### config.mk
export PLATFORM = sky130hd
export DESIGN_NAME = spi_flash_xact
export DESIGN_NICKNAME = d
export VERILOG_FILES = /design/src/rtl/spx_pkg.sv /design/src/rtl/spx_clkdiv.sv /design/src/rtl/spx_shifter.sv /design/src/rtl/spx_regfile.sv /design/src/rtl/spi_flash_xact.sv
export SDC_FILE = /design/constraint.sdc
export NUM_CORES = 1
export LEC_CHECK = 0
export BUFFER_PORTS_ARGS = -buffer_cell sky130_fd_sc_hd__buf_2
export CORE_MARGIN = 1
export CORE_UTILIZATION = 50
export DETAILED_ROUTE_END_ITERATION = 8
export PLACE_DENSITY_LB_ADDON = 0.25
export SKIP_LAST_GASP = 1
export SLEW_MARGIN = 40
export SYNTH_ARGS = -nofsm -noshare
export SYNTH_HDL_FRONTEND = slang
export SYNTH_HIERARCHICAL = 1
export SYNTH_SLANG_ARGS = --single-unit
export TNS_END_PERCENT = 30
### constraint.sdc
create_clock -name clk -period 3.3 [get_ports clk]
set_input_delay 0.165 -clock clk [delete_from_list [all_inputs] [get_ports clk]]
set_output_delay 0.165 -clock clk [all_outputs]
set_load 0.005 [all_outputs]
### src/rtl/spx_pkg.sv
package spx_pkg;
  localparam int unsigned REG_W   = 32;
  localparam int unsigned BYTE_W  = 8;
  localparam int unsigned CNT_W   = 4;
  localparam int unsigned DIV_W   = 2;
  localparam int unsigned MAX_XB  = 8;
  localparam int unsigned LANE_W  = $clog2(MAX_XB);
  localparam int unsigned TOT_W   = $clog2(2 * MAX_XB) + 1;

  localparam int unsigned OFF_CTRL = 'h00;
  localparam int unsigned OFF_AOP  = 'h04;
  localparam int unsigned OFF_DATA = 'h08;
  localparam int unsigned OFF_DIV  = 'h1C;

  // Effective transmit count: 1..8
  function automatic logic [CNT_W-1:0] eff_tx(input logic [CNT_W-1:0] c);
    if (c == '0) return CNT_W'(1);
    if (c > CNT_W'(MAX_XB)) return CNT_W'(MAX_XB);
    return c;
  endfunction

  // Effective receive count: 0..8
  function automatic logic [CNT_W-1:0] eff_rx(input logic [CNT_W-1:0] c);
    if (c > CNT_W'(MAX_XB)) return CNT_W'(MAX_XB);
    return c;
  endfunction

  // Source lane for outgoing byte k
  function automatic logic [BYTE_W-1:0] tx_lane(input logic [REG_W-1:0] aop,
                                                input logic [REG_W-1:0] dat,
                                                input logic [LANE_W-1:0] k);
    logic [BYTE_W-1:0] b;
    case (k)
      3'd0:    b = aop[7:0];
      3'd1:    b = aop[31:24];
      3'd2:    b = aop[23:16];
      3'd3:    b = aop[15:8];
      3'd4:    b = dat[7:0];
      3'd5:    b = dat[15:8];
      3'd6:    b = dat[23:16];
      default: b = dat[31:24];
    endcase
    return b;
  endfunction

  // System clock cycles per serial clock half period
  function automatic int unsigned half_cycles(input logic [DIV_W-1:0] code);
    return 32'd1 << code;
  endfunction
endpackage

### src/rtl/spx_clkdiv.sv
module spx_clkdiv
  import spx_pkg::*;
#(
  parameter int unsigned HC_W = 4
) (
  input  logic             clk,
  input  logic             rst_n,
  input  logic             run,
  input  logic [DIV_W-1:0] code,
  output logic             tick
);
  logic [HC_W-1:0] cnt;
  logic [HC_W-1:0] lim;

  assign lim  = HC_W'(half_cycles(code) - 1);
  assign tick = run && (cnt == lim);

  always_ff @(posedge clk or negedge rst_n) begin
    if (!rst_n)    cnt <= '0;
    else if (!run) cnt <= '0;
    else if (tick) cnt <= '0;
    else           cnt <= cnt + HC_W'(1);
  end

  AST_CNT_IN_RANGE: assert property (@(posedge clk) disable iff (!rst_n)
    cnt <= lim);
endmodule

### src/rtl/spx_shifter.sv
module spx_shifter
  import spx_pkg::*;
(
  input  logic              clk,
  input  logic              rst_n,
  input  logic              start,
  input  logic [CNT_W-1:0]  tx_req,
  input  logic [CNT_W-1:0]  rx_req,
  input  logic [REG_W-1:0]  aop,
  input  logic [REG_W-1:0]  dat,
  input  logic              tick,
  input  logic              miso,
  output logic              sclk,
  output logic              mosi,
  output logic              busy,
  output logic              rx_we,
  output logic [LANE_W-1:0] rx_lane,
  output logic [BYTE_W-1:0] rx_byte
);
  logic [CNT_W-1:0]  tx_n;
  logic [TOT_W-1:0]  tot_n;
  logic [TOT_W-1:0]  byte_idx;
  logic [TOT_W-1:0]  rx_pos;
  logic [2:0]        bit_idx;
  logic [BYTE_W-2:0] rx_sh;
  logic [BYTE_W-1:0] cur_tx;
  logic              rise_ev, fall_ev, in_rx, byte_end, xact_end;

  assign rise_ev  = busy && tick && !sclk;
  assign fall_ev  = busy && tick && sclk;
  assign in_rx    = byte_idx >= TOT_W'(tx_n);
  assign rx_pos   = byte_idx - TOT_W'(tx_n);
  assign byte_end = (bit_idx == 3'd0);
  assign xact_end = byte_end && (byte_idx == tot_n - TOT_W'(1));
  assign cur_tx   = tx_lane(aop, dat, byte_idx[LANE_W-1:0]);

  assign mosi    = busy && !in_rx && cur_tx[bit_idx];
  assign rx_we   = rise_ev && in_rx && byte_end;
  assign rx_byte = {rx_sh, miso};
  assign rx_lane = rx_pos[LANE_W-1:0];

  always_ff @(posedge clk or negedge rst_n) begin
    if (!rst_n) begin
      busy     <= 1'b0;
      sclk     <= 1'b0;
      tx_n     <= '0;
      tot_n    <= '0;
      byte_idx <= '0;
      bit_idx  <= 3'd7;
      rx_sh    <= '0;
    end else if (!busy) begin
      sclk <= 1'b0;
      if (start) begin
        busy     <= 1'b1;
        tx_n     <= eff_tx(tx_req);
        tot_n    <= TOT_W'(eff_tx(tx_req)) + TOT_W'(eff_rx(rx_req));
        byte_idx <= '0;
        bit_idx  <= 3'd7;
      end
    end else if (rise_ev) begin
      sclk  <= 1'b1;
      rx_sh <= {rx_sh[BYTE_W-3:0], miso};
    end else if (fall_ev) begin
      sclk <= 1'b0;
      if (xact_end) begin
        busy <= 1'b0;
      end else if (byte_end) begin
        byte_idx <= byte_idx + TOT_W'(1);
        bit_idx  <= 3'd7;
      end else begin
        bit_idx <= bit_idx - 3'd1;
      end
    end
  end

  AST_START_SETS_BUSY: assert property (@(posedge clk) disable iff (!rst_n)
    (start && !busy) |=> busy);
  AST_SCLK_IDLE_LOW: assert property (@(posedge clk) disable iff (!rst_n)
    !busy |-> !sclk);
  AST_MOSI_HELD_HIGH: assert property (@(posedge clk) disable iff (!rst_n)
    (busy && $past(busy) && sclk) |-> $stable(mosi));
  AST_BYTE_BOUND: assert property (@(posedge clk) disable iff (!rst_n)
    busy |-> (byte_idx < tot_n));
endmodule

### src/rtl/spx_regfile.sv
module spx_regfile
  import spx_pkg::*;
#(
  parameter int unsigned ADDR_W = 5
) (
  input  logic              clk,
  input  logic              rst_n,
  input  logic              wr_en,
  input  logic [ADDR_W-1:0] wr_addr,
  input  logic [REG_W-1:0]  wr_data,
  input  logic [ADDR_W-1:0] rd_addr,
  output logic [REG_W-1:0]  rd_data,
  input  logic              eng_busy,
  input  logic              rx_we,
  input  logic [LANE_W-1:0] rx_lane,
  input  logic [BYTE_W-1:0] rx_byte,
  output logic              start,
  output logic [CNT_W-1:0]  tx_cnt,
  output logic [CNT_W-1:0]  rx_cnt,
  output logic              cs_sel,
  output logic [DIV_W-1:0]  div_code,
  output logic [REG_W-1:0]  aop,
  output logic [REG_W-1:0]  dat
);
  localparam logic [ADDR_W-1:0] A_CTRL = ADDR_W'(OFF_CTRL);
  localparam logic [ADDR_W-1:0] A_AOP  = ADDR_W'(OFF_AOP);
  localparam logic [ADDR_W-1:0] A_DATA = ADDR_W'(OFF_DATA);
  localparam logic [ADDR_W-1:0] A_DIV  = ADDR_W'(OFF_DIV);

  logic       busy_all;
  logic       wr_ok;
  logic [1:0] ovr;

  assign busy_all = eng_busy || start;
  assign wr_ok    = wr_en && !busy_all;

  always_ff @(posedge clk or negedge rst_n) begin
    if (!rst_n) begin
      start    <= 1'b0;
      tx_cnt   <= '0;
      rx_cnt   <= '0;
      cs_sel   <= 1'b0;
      ovr      <= '0;
      div_code <= DIV_W'(3);
      aop      <= '0;
      dat      <= '0;
    end else begin
      start <= wr_ok && (wr_addr == A_CTRL) && wr_data[8];
      if (wr_ok && (wr_addr == A_CTRL)) begin
        tx_cnt <= wr_data[3:0];
        rx_cnt <= wr_data[7:4];
        cs_sel <= wr_data[9];
        ovr    <= wr_data[20:19];
      end
      if (wr_ok && (wr_addr == A_DIV)) div_code <= wr_data[17:16];
      if (wr_ok && (wr_addr == A_AOP)) aop <= wr_data;
      else if (rx_we && rx_lane[LANE_W-1]) aop[8*rx_lane[1:0] +: 8] <= rx_byte;
      if (wr_ok && (wr_addr == A_DATA)) dat <= wr_data;
      else if (rx_we && !rx_lane[LANE_W-1]) dat[8*rx_lane[1:0] +: 8] <= rx_byte;
    end
  end

  always_comb begin
    case (rd_addr)
      A_CTRL:  rd_data = {11'd0, ovr, 2'b00, busy_all, 6'd0, cs_sel, 1'b0, rx_cnt, tx_cnt};
      A_AOP:   rd_data = aop;
      A_DATA:  rd_data = dat;
      A_DIV:   rd_data = {14'd0, div_code, 16'd0};
      default: rd_data = '0;
    endcase
  end

  AST_AOP_FROZEN: assert property (@(posedge clk) disable iff (!rst_n)
    (busy_all && !rx_we) |=> $stable(aop));
  AST_DIV_FROZEN: assert property (@(posedge clk) disable iff (!rst_n)
    busy_all |=> $stable(div_code));
  AST_NO_RESTART: assert property (@(posedge clk) disable iff (!rst_n)
    eng_busy |-> !start);
endmodule

### src/rtl/spi_flash_xact.sv
module spi_flash_xact
  import spx_pkg::*;
#(
  parameter int unsigned ADDR_W = 5,
  parameter int unsigned HC_W   = 4
) (
  input  logic              clk,
  input  logic              rst_n,
  input  logic              reg_wr_en,
  input  logic [ADDR_W-1:0] reg_wr_addr,
  input  logic [REG_W-1:0]  reg_wr_data,
  input  logic [ADDR_W-1:0] reg_rd_addr,
  output logic [REG_W-1:0]  reg_rd_data,
  output logic              spi_sclk,
  output logic              spi_mosi,
  input  logic              spi_miso,
  output logic [1:0]        spi_cs_n
);
  logic              start, busy, tick, cs_sel, rx_we;
  logic [CNT_W-1:0]  tx_cnt, rx_cnt;
  logic [DIV_W-1:0]  div_code;
  logic [REG_W-1:0]  aop, dat;
  logic [LANE_W-1:0] rx_lane;
  logic [BYTE_W-1:0] rx_byte;

  spx_regfile #(.ADDR_W(ADDR_W)) u_regs (
    .clk(clk), .rst_n(rst_n),
    .wr_en(reg_wr_en), .wr_addr(reg_wr_addr), .wr_data(reg_wr_data),
    .rd_addr(reg_rd_addr), .rd_data(reg_rd_data),
    .eng_busy(busy), .rx_we(rx_we), .rx_lane(rx_lane), .rx_byte(rx_byte),
    .start(start), .tx_cnt(tx_cnt), .rx_cnt(rx_cnt), .cs_sel(cs_sel),
    .div_code(div_code), .aop(aop), .dat(dat)
  );

  spx_clkdiv #(.HC_W(HC_W)) u_div (
    .clk(clk), .rst_n(rst_n), .run(busy), .code(div_code), .tick(tick)
  );

  spx_shifter u_shift (
    .clk(clk), .rst_n(rst_n), .start(start),
    .tx_req(tx_cnt), .rx_req(rx_cnt), .aop(aop), .dat(dat),
    .tick(tick), .miso(spi_miso),
    .sclk(spi_sclk), .mosi(spi_mosi), .busy(busy),
    .rx_we(rx_we), .rx_lane(rx_lane), .rx_byte(rx_byte)
  );

  assign spi_cs_n[0] = !(busy && !cs_sel);
  assign spi_cs_n[1] = !(busy && cs_sel);

  AST_ONE_SELECT: assert property (@(posedge clk) disable iff (!rst_n)
    $onehot0(~spi_cs_n));
  AST_CS_HELD: assert property (@(posedge clk) disable iff (!rst_n)
    (busy && $past(busy)) |-> $stable(spi_cs_n));
  AST_CS_IDLE_HIGH: assert property (@(posedge clk) disable iff (!rst_n)
    !busy |-> (spi_cs_n == 2'b11));
endmodule

After elaboration in Yosys (flattened, before gate mapping)
Index checks and enable logic that the tools add are counted.
Operators by class
  shift-type cells: 3
  add/subtract/negate cells: 8
  reduce and logical (&&, ||, !) cells: 39
  magnitude comparators: 4
  eq/ne operators: 19
  mux-type cells: 52
  bitwise gates (word level): 1
Operator list (count)
  two-way mux 32 bit: 4
  one-hot mux 32 bit (4 select lines): 1
  bitwise mux 32 bit: 2
  one-hot mux 8 bit (7 select lines): 1
  two-way mux 4 bit: 12
  negator 5 -> 34 bit: 1
  variable shift 8 x 34 -> 32 bit (first input constant): 1
  indexed part select 8 x 34 -> 32 bit: 1
  two-way mux 5 bit: 6
  logical AND 1 bit: 19
  two-way mux 1 bit: 19
  two-way mux 3 bit: 6
  == test 5 x 3 -> 1 bit (second input constant): 2
  == test 5 x 4 -> 1 bit (second input constant): 2
  == test 5 bit (second input constant): 2
  zero test 5 bit: 2
  == test 3 bit (second input constant): 3
  greater-than comparator 4 bit (second input constant): 2
  != test 2 bit (second input constant): 4
  zero test 1 bit: 7
  == test 3 x 2 -> 1 bit (second input constant): 2
  zero test 3 bit: 2
  nonzero test 2 bit: 3
  adder 4 x 4 -> 5 bit: 1
  20 further kinds: 21
Word-level totals
  register bits: 108
  input bits: 46
  word-level logic and storage cells: 142

Depth between registers and ports, before layout
Gate-level depths: netlist of the first run.
  depth in word-level cells: 12
  mapped depth: 13
  mapped depth without buffers: 10

Hierarchy
Netlist of the first run, hierarchy kept.
Modules (own cells, without submodules)
  spx_regfile: area an instance 4631.9 µm², times used 1, cells an instance 462
  spx_shifter: area an instance 2213.4 µm², times used 1, cells an instance 228
  spx_clkdiv: area an instance 239.0 µm², times used 1, cells an instance 23
  spi_flash_xact: area an instance 10.0 µm², times used 1, cells an instance 2

Worst setup path after synthesis of the first run
OpenSTA, ideal clock, no wires.
  kind: register to register
  start point: register u_regs.div_code[1]
  end point: register u_regs.dat[14]
  data arrival time: 2.906 ns
  cell stages (with the launch flop): 12
  period minus slack after synthesis: 2.996 ns
  required time: 3.210 ns
  setup slack: 0.304 ns
  path through: dfstp_2 or4bb_1 nand4_1 and3_1 nand3b_1 a211oi_1 buf_2 nor2b_1 clkbuf_2 clkbuf_1 nand3_1 o221ai_1
Between the ends
  longest elaborated chain between the ends: 10
RTL lines
  from (decl): line spx_regfile.sv:21  | output logic [DIV_W-1:0] div_code,
  from (signal assigned): line spx_regfile.sv:55  | if (wr_ok && (wr_addr == A_DIV)) div_code <= wr_data[17:16];
  left shift 1 x 2 -> 4 bit: line spx_pkg.sv:48  | return 32'd1 << code;
  subtractor 4 x 1 -> 4 bit: line spx_clkdiv.sv:15  | assign lim = HC_W'(half_cycles(code) - 1);
  == test 4 bit: line spx_clkdiv.sv:16  | assign tick = run && (cnt == lim);
  logical AND 1 bit: line spx_clkdiv.sv:16
  named net tick: line spi_flash_xact.sv:19  | logic start, busy, tick, cs_sel, rx_we;
  logical AND 1 bit (2 in a row): line spx_shifter.sv:29  | assign rise_ev = busy && tick && !sclk;
  logical AND 1 bit (2 in a row): line spx_shifter.sv:38  | assign rx_we = rise_ev && in_rx && byte_end;
  named net rx_we: line spi_flash_xact.sv:19
  logical AND 1 bit: line spx_regfile.sv:59  | else if (rx_we && !rx_lane[LANE_W-1]) dat[8*rx_lane[1:0] +: 8] <= rx_byte;
  nonzero test 2 bit (no line)
  to (signal assigned): line spx_regfile.sv:58  | if (wr_ok && (wr_addr == A_DATA)) dat <= wr_data;
  to (signal, indexed assignment): line spx_regfile.sv:59
  to (decl): line spx_regfile.sv:23  | output logic [REG_W-1:0] dat
The timed path passes the listed nets, and every way through them passes these cells.
A chain may end at the register's enable or synchronous reset.

Worst setup path after layout of the first run
  start point: register u_div.cnt[2]
  end point: register u_regs.aop[8]
Between the ends
  longest elaborated chain between the ends: 8
RTL lines
  from (decl): line spx_clkdiv.sv:12  | logic [HC_W-1:0] cnt;
  from (signal assigned): line spx_clkdiv.sv:22  | else cnt <= cnt + HC_W'(1);
  == test 4 bit: line spx_clkdiv.sv:16
  logical AND 1 bit: line spx_clkdiv.sv:16
  named net tick: line spi_flash_xact.sv:19
  logical AND 1 bit (2 in a row): line spx_shifter.sv:29
  logical AND 1 bit (2 in a row): line spx_shifter.sv:38
  named net rx_we: line spi_flash_xact.sv:19
  logical AND 1 bit: line spx_regfile.sv:57  | else if (rx_we && rx_lane[LANE_W-1]) aop[8*rx_lane[1:0] +: 8] <= rx_byte;
  nonzero test 2 bit (no line)
  to (signal assigned): line spx_regfile.sv:56  | if (wr_ok && (wr_addr == A_AOP)) aop <= wr_data;
  to (signal, indexed assignment): line spx_regfile.sv:57
  to (decl): line spx_regfile.sv:22  | output logic [REG_W-1:0] aop,
The timed path passes the listed nets, and every way through them passes these cells.

==> flow_summary.ini, run 1 <==
[run_status]
status = complete, no violations

[clock_network]
htreeDepth = 3
cts_tree = built
clk_latency_ns = 0.36
cts_buffers = 9
path_clk_slew_ns = 0.08
cts_setup_buffers = 0
cts.sinks = 108
clock-root-buffer = clkbuf_16
cts_buffer_depth = 2

[timing]
rsz0062_at_grt = yes
drv_slew = 0
finalCriticalPeriod_ns = 3.16
setup_viol = 0
hold_viol_final = 0
final.setup_skew_ns = 0.00896
fin_crit_sh_pct = 95.8
tightestPinTransition_ns = 0.668
fin_ws_ns = 0.140
max_freq_mhz = 316
slew_headroom_pct = 55.4

[cells_and_area]
antenna_cells = 0
nNetsFinal = 843
syn2layout_area_growth_pct = 11.8
mostFrequentLayoutCells = dfrtp_1, nand3_1, buf_2
drive_above_1_share_pct = 23.4
layout_commonest_cell = dfrtp_1

[power_and_ir_drop]
p_total_w = 0.00455
intPower_w = 0.00286
swShare_pct = 37.1
power_switching_w = 0.00169
comb_power_share_pct = 30.0
cellLeakagePower_nw = 3.63
p_clk_share_pct = 24.0
seqPwrFrac_pct = 46.0
ir_drop_mv = 0.296
power.density_mw_per_mm2 = 574

[synthesis]
synth.cell_area_mm2 = 0.00709
synth_cells = 715
synth_cell_types = 79
yosys_warnings = 6
synth_nets = 785
syn_avg_cell_area_um2 = 9.92
async_flop_share_pct = 100
ys_seq_area_share_pct = 38.2
synth_seq_cells = 108
ys_dominant_reg_cell = dfrtp_1
synth_enable_flop_cells = 0

[floorplan]
die_w_um = 121
start_util_pct = 51.1
ios = 82
die-area_mm2 = 0.0147
row_count = 43
core_area_mm2 = 0.0139
chipHeight_um = 121

[route]
drt.antenna.violating_nets = 0
post-route-drc-count = 0
wl_um = 22700
vias_per_cell = 6.64
drt-wirelength-per-cell_um = 23.7
drtPass1Iterations = 5
drt_iter0_markers = 759
dr_total_vias = 6363

[global_routing]
grt-ovfl-total = 0
grt_max_degree = 75
grt.total_usage_pct = 32.3
grt_pass1_vias = 6244
grt_first_pass_wirelength_um = 35600
antenna_found_initial = 0

[worst_hold_path]
holdPathEnd = u_regs/aop[21]
hold_path_class = primary input to flop
worstHoldStart = reg_wr_data[21]
hold_depth = 3

[setup_path]
crit_path_end_kind = flop
path_class = flop to flop
crit_required_ns = 3.54
cp_max_fo = 10
ff2ff_path_depth = 9
r2r-start = u_div/cnt[2]
rrSetupSlack_ns = 0.14
cp-start-kind = flop
r2r_end = u_regs/aop[8]
crit_arrival_ns = 3.40

[run]
max_cap_violations = 0

[placed_design]
portBuffers = 81
hpwl_um = 16000
gp_congestion = 0.927
place_ws_ns = 0.180
## cell usage after synthesis (all sizes together), types with 7 or more instances
master	instances	area, um^2
dfrtp	103	2580
nand3	89	450
inv	64	240
o221ai	43	377
buf	39	249
mux2	38	435
and3	32	200
a221o	28	280
a22o	25	219
nand2	24	100
ha	22	275
clkbuf	18	71.3
a21oi	15	78.8
nor2	15	58.8
mux2i	14	140
o2bb2ai	14	123
a22oi	9	82.6
nor2b	8	50.1
a211oi	7	52.6
nand4	7	43.8
nor3	7	40.0
o21ai	7	35.0
xor2	7	68.8
## worst max-delay path by stage
stage,endpoint,from,cells past startpoint
after floorplan,u_regs/dat[14],u_regs/div_code[1],11
after global placement,u_regs/dat[27],u_regs/div_code[1],9
after detailed placement,u_regs/dat[20],u_regs/div_code[1],9
after CTS,u_regs/dat[27],u_regs/div_code[1],9
after global routing,u_regs/aop[1],u_regs/div_code[1],9
final,u_regs/aop[8],u_div/cnt[2],9
## sequential cells by signal, summed over array words and instances (netlist names)
signal	flops
u_regs/cs_sel	1
u_shift/busy	1
u_shift/bit_idx	3
u_regs/rx_cnt	4
u_shift/byte_idx	5
u_regs/dat	32
u_div/cnt	4
u_regs/div_code	2
u_shift/tot_n	5
u_regs/start	1
u_regs/tx_cnt	4
u_shift/sclk	1
u_regs/aop	32
u_shift/tx_n	4
u_regs/ovr	2
u_shift/rx_sh	7
## power groups by stage
stage               combinational, W  sequential [W]  clock, W
finish                       0.00137         0.00209   0.00109
global route                 0.00149         0.00214   0.00116
CTS                          0.00134         0.00208   0.00111
detailed placement           0.00133         0.00210         0
global placement             0.00130         0.00209         0
floorplan                    0.00101         0.00192         0
## area by class of cell
class	count	area (um^2)
multi-input cells	486	3860
fillers	1262	5950
repair buffers	104	608
clock buffers	9	225
inverters	64	240
flip-flops and latches	108	2710
well taps	180	225
clock inverters	7	63.8
## per-layer routing
layer	up-vias	routed length, um	global-route usage [%]
met1	3147	9640	44.2
met3	55	1830	6.81
met5	-	0	0
met2	320	10500	49.6
li1	2841	-	-
met4	0	764	13.0
## logic make-up (layout without fill, tap and decap cells)
logic type	after synthesis	in the layout	synth area share, %
multiplexers	53	53	8.43
flip-flops	108	108	38.2
XOR/XNOR	13	13	1.71
adder cells (fa/ha/maj)	24	24	4.44
AO/OA/AOI/OAI	174	174	20.7
AND/OR/NAND/NOR	222	222	18.7
buffers and inverters	121	184	7.90
## per-stage QoR
step	std cells	utilization [%]	hold WS, ns	area [um^2]	TNS (ns)
2_1_floorplan	715	-	-0.131	7090	0
3_3_place_gp	941	54.9	0.226	7620	0
6_report	958	57.1	0.0458	7930	0
4_1_cts	958	57.1	0.0415	7920	0
5_1_grt	958	57.1	0.0538	7930	-0.0665
3_5_place_dp	941	54.9	0.233	7620	0
## critical path, stage by stage, from the launching register on
cell and delay [ns]:
dfrtp_1 0.44, or4_4 0.56, a21oi_2 0.20, and3_1 0.27
nand3b_1 0.13, a211oi_1 0.25, buf_4 0.23, and2_1 0.33
a22oi_2 0.22, a221o_1 0.41
## what timing repair did
item,CTS,global route
gates resized for setup,0,2
endpoints found under the hold margin,44,0
hold buffers,1,0
setup endpoints to repair,0,33
No activity file was read; power rests on OpenSTA's default activity.
==> inputs of run 2 (changes only) <==
==> constraint.sdc (replaced) <==
create_clock -name clk -period 3.3 [get_ports clk]
set_input_delay 0.66 -clock clk [delete_from_list [all_inputs] [get_ports clk]]
set_output_delay 0.66 -clock clk [all_outputs]
set_load 0.005 [all_outputs]
==> run 2 against run 1 <==
Sequential power hardly changed. Wire length is 0.78% higher. Setup slack worse by 0.11 ns. Clock power is 17% higher. Largest cell class unchanged.
==> flow_summary.ini, run 2 (same netlist as run 1, synthesis figures left out) <==
[run_status]
status = complete, no violations

[setup_path]
ff2ff_path_depth = 9
crit_arrival_ns = 2.61
r2r_end = u_regs/aop[26]
crit_required_ns = 2.64
rrSetupSlack_ns = 0.13
path_class = flop to output pin
r2r-start = u_div/cnt[2]
crit_path_end_kind = output pin
cp_max_fo = 10
cp-start-kind = flop

[clock_network]
cts.sinks = 108
path_clk_slew_ns = 0.08
clock-root-buffer = clkbuf_16
cts_tree = built
clk_latency_ns = 0.37
cts_buffers = 9
cts_buffer_depth = 2
htreeDepth = 3

[cells_and_area]
mostFrequentLayoutCells = dfrtp_1, nand3_1, buf_2
final_core_util_pct = 58.0
nNetsFinal = 845
syn2layout_area_growth_pct = 13.4
layout_commonest_cell = dfrtp_1
antenna_cells = 0
top_regs = u_regs/aop (32), u_regs/dat (32), u_shift/rx_sh (7)
drive_above_1_share_pct = 24.3

[floorplan]
core_area_mm2 = 0.0139
chipHeight_um = 121
die_w_um = 121
ios = 82
row_count = 43
die-area_mm2 = 0.0147
start_util_pct = 51.1

[timing]
rsz0062_at_grt = yes
drv_slew = 0
max_freq_mhz = 306
final.setup_skew_ns = 0.0112
finalCriticalPeriod_ns = 3.27
fin_crit_sh_pct = 99.1
fin_ws_ns = 0.0302
fin_setup_tns_ns = 0
tightestPinTransition_ns = 0.724
hold_viol_final = 0
setup_viol = 0
slew_headroom_pct = 51.5

[route]
dr_total_vias = 6484
post-route-drc-count = 0
drt.antenna.violating_nets = 0
drtPass1Iterations = 5
drt_iter0_markers = 692
drt-wirelength-per-cell_um = 23.9
wl_um = 22900
vias_per_cell = 6.76

[power_and_ir_drop]
power.density_mw_per_mm2 = 591
cellLeakagePower_nw = 3.66
p_total_w = 0.00476
ir_drop_mv = 0.316

[worst_hold_path]
hold_path_class = primary input to asynchronous set/reset pin

[global_routing]
grt_max_degree = 66
grt_pass1_vias = 6300
grt.total_usage_pct = 32.4
antenna_found_initial = 0
grt_first_pass_wirelength_um = 35500
grt-ovfl-total = 0

[placed_design]
hpwl_um = 16200
gp_congestion = 0.950
place_ws_ns = 0.0291
portBuffers = 81

[run]
max_cap_violations = 0
run 2: cell count changes in the layout (fill, tap and decap cells not counted), moves of 2 or more:
cell | before | now
buf_12 | 2 | 5
bufinv_16 | 0 | 3
clkinv_2 | 2 | 0
ha_1 | 22 | 19
ha_2 | 0 | 3
inv_8 | 4 | 0
run 2: worst max-delay path: stages, from the launching register on:
cell and delay, ns:
dfrtp_1 0.54, inv_1 0.16, ha_1 0.36, or4_1 0.50
o221ai_1 0.23, nand4_1 0.11, and4b_1 0.22, buf_2 0.13
run 2: final cells by class:
cell class,count,area (um^2)
clock buffer,10,229
sequential,108,2710
multi-input combinational,487,3880
tap,180,225
fill,1207,5830
clock inverter,5,108
inverter,64,240
timing repair buffer,105,651
run 2: worst max path at each step:
stage	startpoint	endpoint	slack (ns)	cells past startpoint
floorplan	u_regs/div_code[1]	u_regs/dat[14]	0.30	11
detailed placement	u_div/cnt[2]	u_regs/dat[24]	0.03	9
global route	u_shift/byte_idx[2]	spi_mosi	-0.06	7
global placement	u_regs/div_code[1]	u_regs/dat[27]	0.12	9
CTS	u_shift/byte_idx[1]	spi_mosi	-0.002	7
finish	u_shift/byte_idx[2]	spi_mosi	0.03	7
run 2: report_power, final:
group | internal (W) | leakage (nW) | switching, W
logic | 0.000659 | 2.17 | 0.000710
clock network | 0.000744 | 0.164 | 0.000523
registers | 0.00167 | 1.33 | 0.000447
total | 0.00308 | 3.66 | 0.00168
run 2: through the flow:
stage / cell area (um^2) / cells / hold WS, ns
global placement: 7670 / 942 / 0.483
global route: 8050 / 959 / 0.334
finish: 8050 / 959 / 0.287
detailed placement: 7670 / 942 / 0.506
floorplan: 7090 / 715 / 0.364
CTS: 8020 / 957 / 0.306
run 2: layer usage:
layer | global-route usage (%) | vias up | part of all wire, %
met5 | 0 | - | 0
met1 | 42.6 | 3207 | 40
met4 | 15.4 | 0 | 4.4
met3 | 8.36 | 69 | 9.2
li1 | - | 2844 | -
met2 | 49.6 | 364 | 46
run 2: timing repair:
item,in CTS,in global routing
setup buffers,0,1
setup endpoints to repair,3,65
resized for setup,3,5
gates cloned,0,1
hold buffers,0,0
==> inputs of run 3 (changes only) <==
GPL_TIMING_DRIVEN = 0   (was not set)
SETUP_SLACK_MARGIN = 0.4   (was not set)
==> run 3 against run 2 <==
Worst hold slack worse by 0.095 ns. Setup slack better by 0.10 ns. Non-clock buffer count grew 57. Critical path depth increased by 1. Critical path type unchanged.
==> flow_summary.ini, run 3 (same netlist as run 1, synthesis figures left out) <==
[setup_path]
rrSetupSlack_ns = 0.30
ff2ff_path_depth = 10
crit_path_end_kind = output pin
crit_arrival_ns = 2.51
r2r_end = u_regs/dat[26]
cp-start-kind = flop
r2r-start = u_div/cnt[2]
crit_required_ns = 2.64
cp_max_fo = 5
path_class = flop to output pin

[clock_network]
path_clk_slew_ns = 0.07
clock-root-buffer = clkbuf_16
cts_tree = built
hold_buffers = 0
cts_buffer_depth = 2
cts.sinks = 108
htreeDepth = 3
cts_buffers = 9
clk_latency_ns = 0.36

[timing]
slew_headroom_pct = 47.1
setup_viol = 0
finalCriticalPeriod_ns = 3.17
rsz0062_at_grt = yes
fin_ws_ns = 0.135
max_freq_mhz = 316
fin_setup_tns_ns = 0
tightestPinTransition_ns = 0.791
drv_slew = 0
final.setup_skew_ns = 0.00776
fin_crit_sh_pct = 95.9
hold_viol_final = 0
worst_hold_slack_ns = 0.193

[floorplan]
row_count = 43
core_area_mm2 = 0.0139
ios = 82
chipHeight_um = 121
die_w_um = 121
die-area_mm2 = 0.0147
start_util_pct = 51.1

[route]
drt_iter0_markers = 1051
wl_um = 25100
drt-wirelength-per-cell_um = 24.7
vias_per_cell = 6.80
drtPass1Iterations = 6
dr_total_vias = 6905
post-route-drc-count = 0
drt.antenna.violating_nets = 0

[global_routing]
grt-ovfl-total = 0
grt_first_pass_wirelength_um = 37400
antenna_found_initial = 0
grt_pass1_vias = 6507
grt_max_degree = 66
grt.total_usage_pct = 34.6

[placed_design]
portBuffers = 80
place_ws_ns = -0.673
hpwl_um = 17800
placed_cells = 976
placed_cell_area_mm2 = 0.00776
gp_congestion = 1.00

[cells_and_area]
antenna_cells = 0
mostFrequentLayoutCells = buf_2, dfrtp_1, nand3_1
top_regs = u_regs/aop (32), u_regs/dat (32), u_shift/rx_sh (7)
nFillCells = 1181
syn2layout_area_growth_pct = 20.5
final_cells = 1016
final_area_mm2 = 0.00855
nNetsFinal = 901
drive_above_1_share_pct = 31.8

[power_and_ir_drop]
power.density_mw_per_mm2 = 565
ir_drop_mv = 0.404
cellLeakagePower_nw = 3.93

[worst_hold_path]
hold_path_class = primary input to asynchronous set/reset pin

[run]
max_cap_violations = 0

[run_status]
status = complete, no violations
==> run 3: cell types whose count changed in the layout (fill, tap and decap cells not counted), sizes merged <==
cell / previous run / this run
buf: 105 / 147
bufinv: 3 / 1
clkbuf: 10 / 25
clkinv: 0 / 1
clkinvlp: 0 / 2
nor2b: 9 / 8
==> run 3: routing by layer <==
metal,GRT usage (%),routed length (um),vias up
li1,-,-,2967
met1,46.6,9980,3399
met2,53.9,11500,450
met3,5.50,2420,89
met4,17.3,1120,0
met5,0,0,-
==> run 3: power breakdown <==
group	leakage, nW	switching [W]	internal, W
registers	1.33	0.000453	0.00167
logic	2.47	0.000792	0.000789
clock network	0.140	0.000525	0.000597
total	3.93	0.00177	0.00306
==> run 3: critical path, stage by stage, from the launching register on <==
cell	delay (ns)
dfrtp_2	0.45
ha_1	0.25
ha_4	0.18
buf_8	0.12
or4_4	0.45
o211ai_1	0.21
a21oi_1	0.06
and4b_1	0.30
buf_2	0.13
==> run 3: per-stage QoR <==
| stage | power (W) | utilization (%) |
|---|---|---|
| 4_1_cts | 0.00470 | 60.4 |
| 2_1_floorplan | 0.00293 | - |
| 6_report | 0.00483 | 61.6 |
| 3_3_place_gp | 0.00342 | 55.6 |
| 5_1_grt | 0.00504 | 61.6 |
| 3_5_place_dp | 0.00347 | 55.9 |
==> run 3: how the worst max path moves through the flow <==
stage | depth (start not counted) | slack [ns] | startpoint | to
after floorplan | 10 | 0.35 | u_regs/div_code[1] | u_regs/dat[24]
after global placement | 10 | -0.60 | u_regs/div_code[1] | u_regs/aop[19]
after detailed placement | 10 | -0.67 | u_regs/div_code[1] | u_regs/aop[19]
after CTS | 11 | 0.13 | u_shift/byte_idx[2] | spi_mosi
after global routing | 11 | 0.11 | u_shift/byte_idx[2] | spi_mosi
final | 8 | 0.13 | u_shift/byte_idx[0] | spi_mosi
==> run 3: repair_timing <==
action	in CTS	in global routing
buffers inserted	19	4
cloned	1	0
endpoints found under the setup margin	67	79
pin swaps	14	22
gates resized for setup	49	34
==> run 3: final cells by class <==
type,instances,area [um^2],area share (%)
Buffer,57,402,4.70
Clock buffer,10,229,2.68
Clock inverter,6,71.3,0.834
Inverter,64,245,2.87
Multi-Input combinational cell,486,4050,47.3
Sequential cell,108,2710,31.7
Tap cell,180,225,2.63
Timing Repair Buffer,105,618,7.23
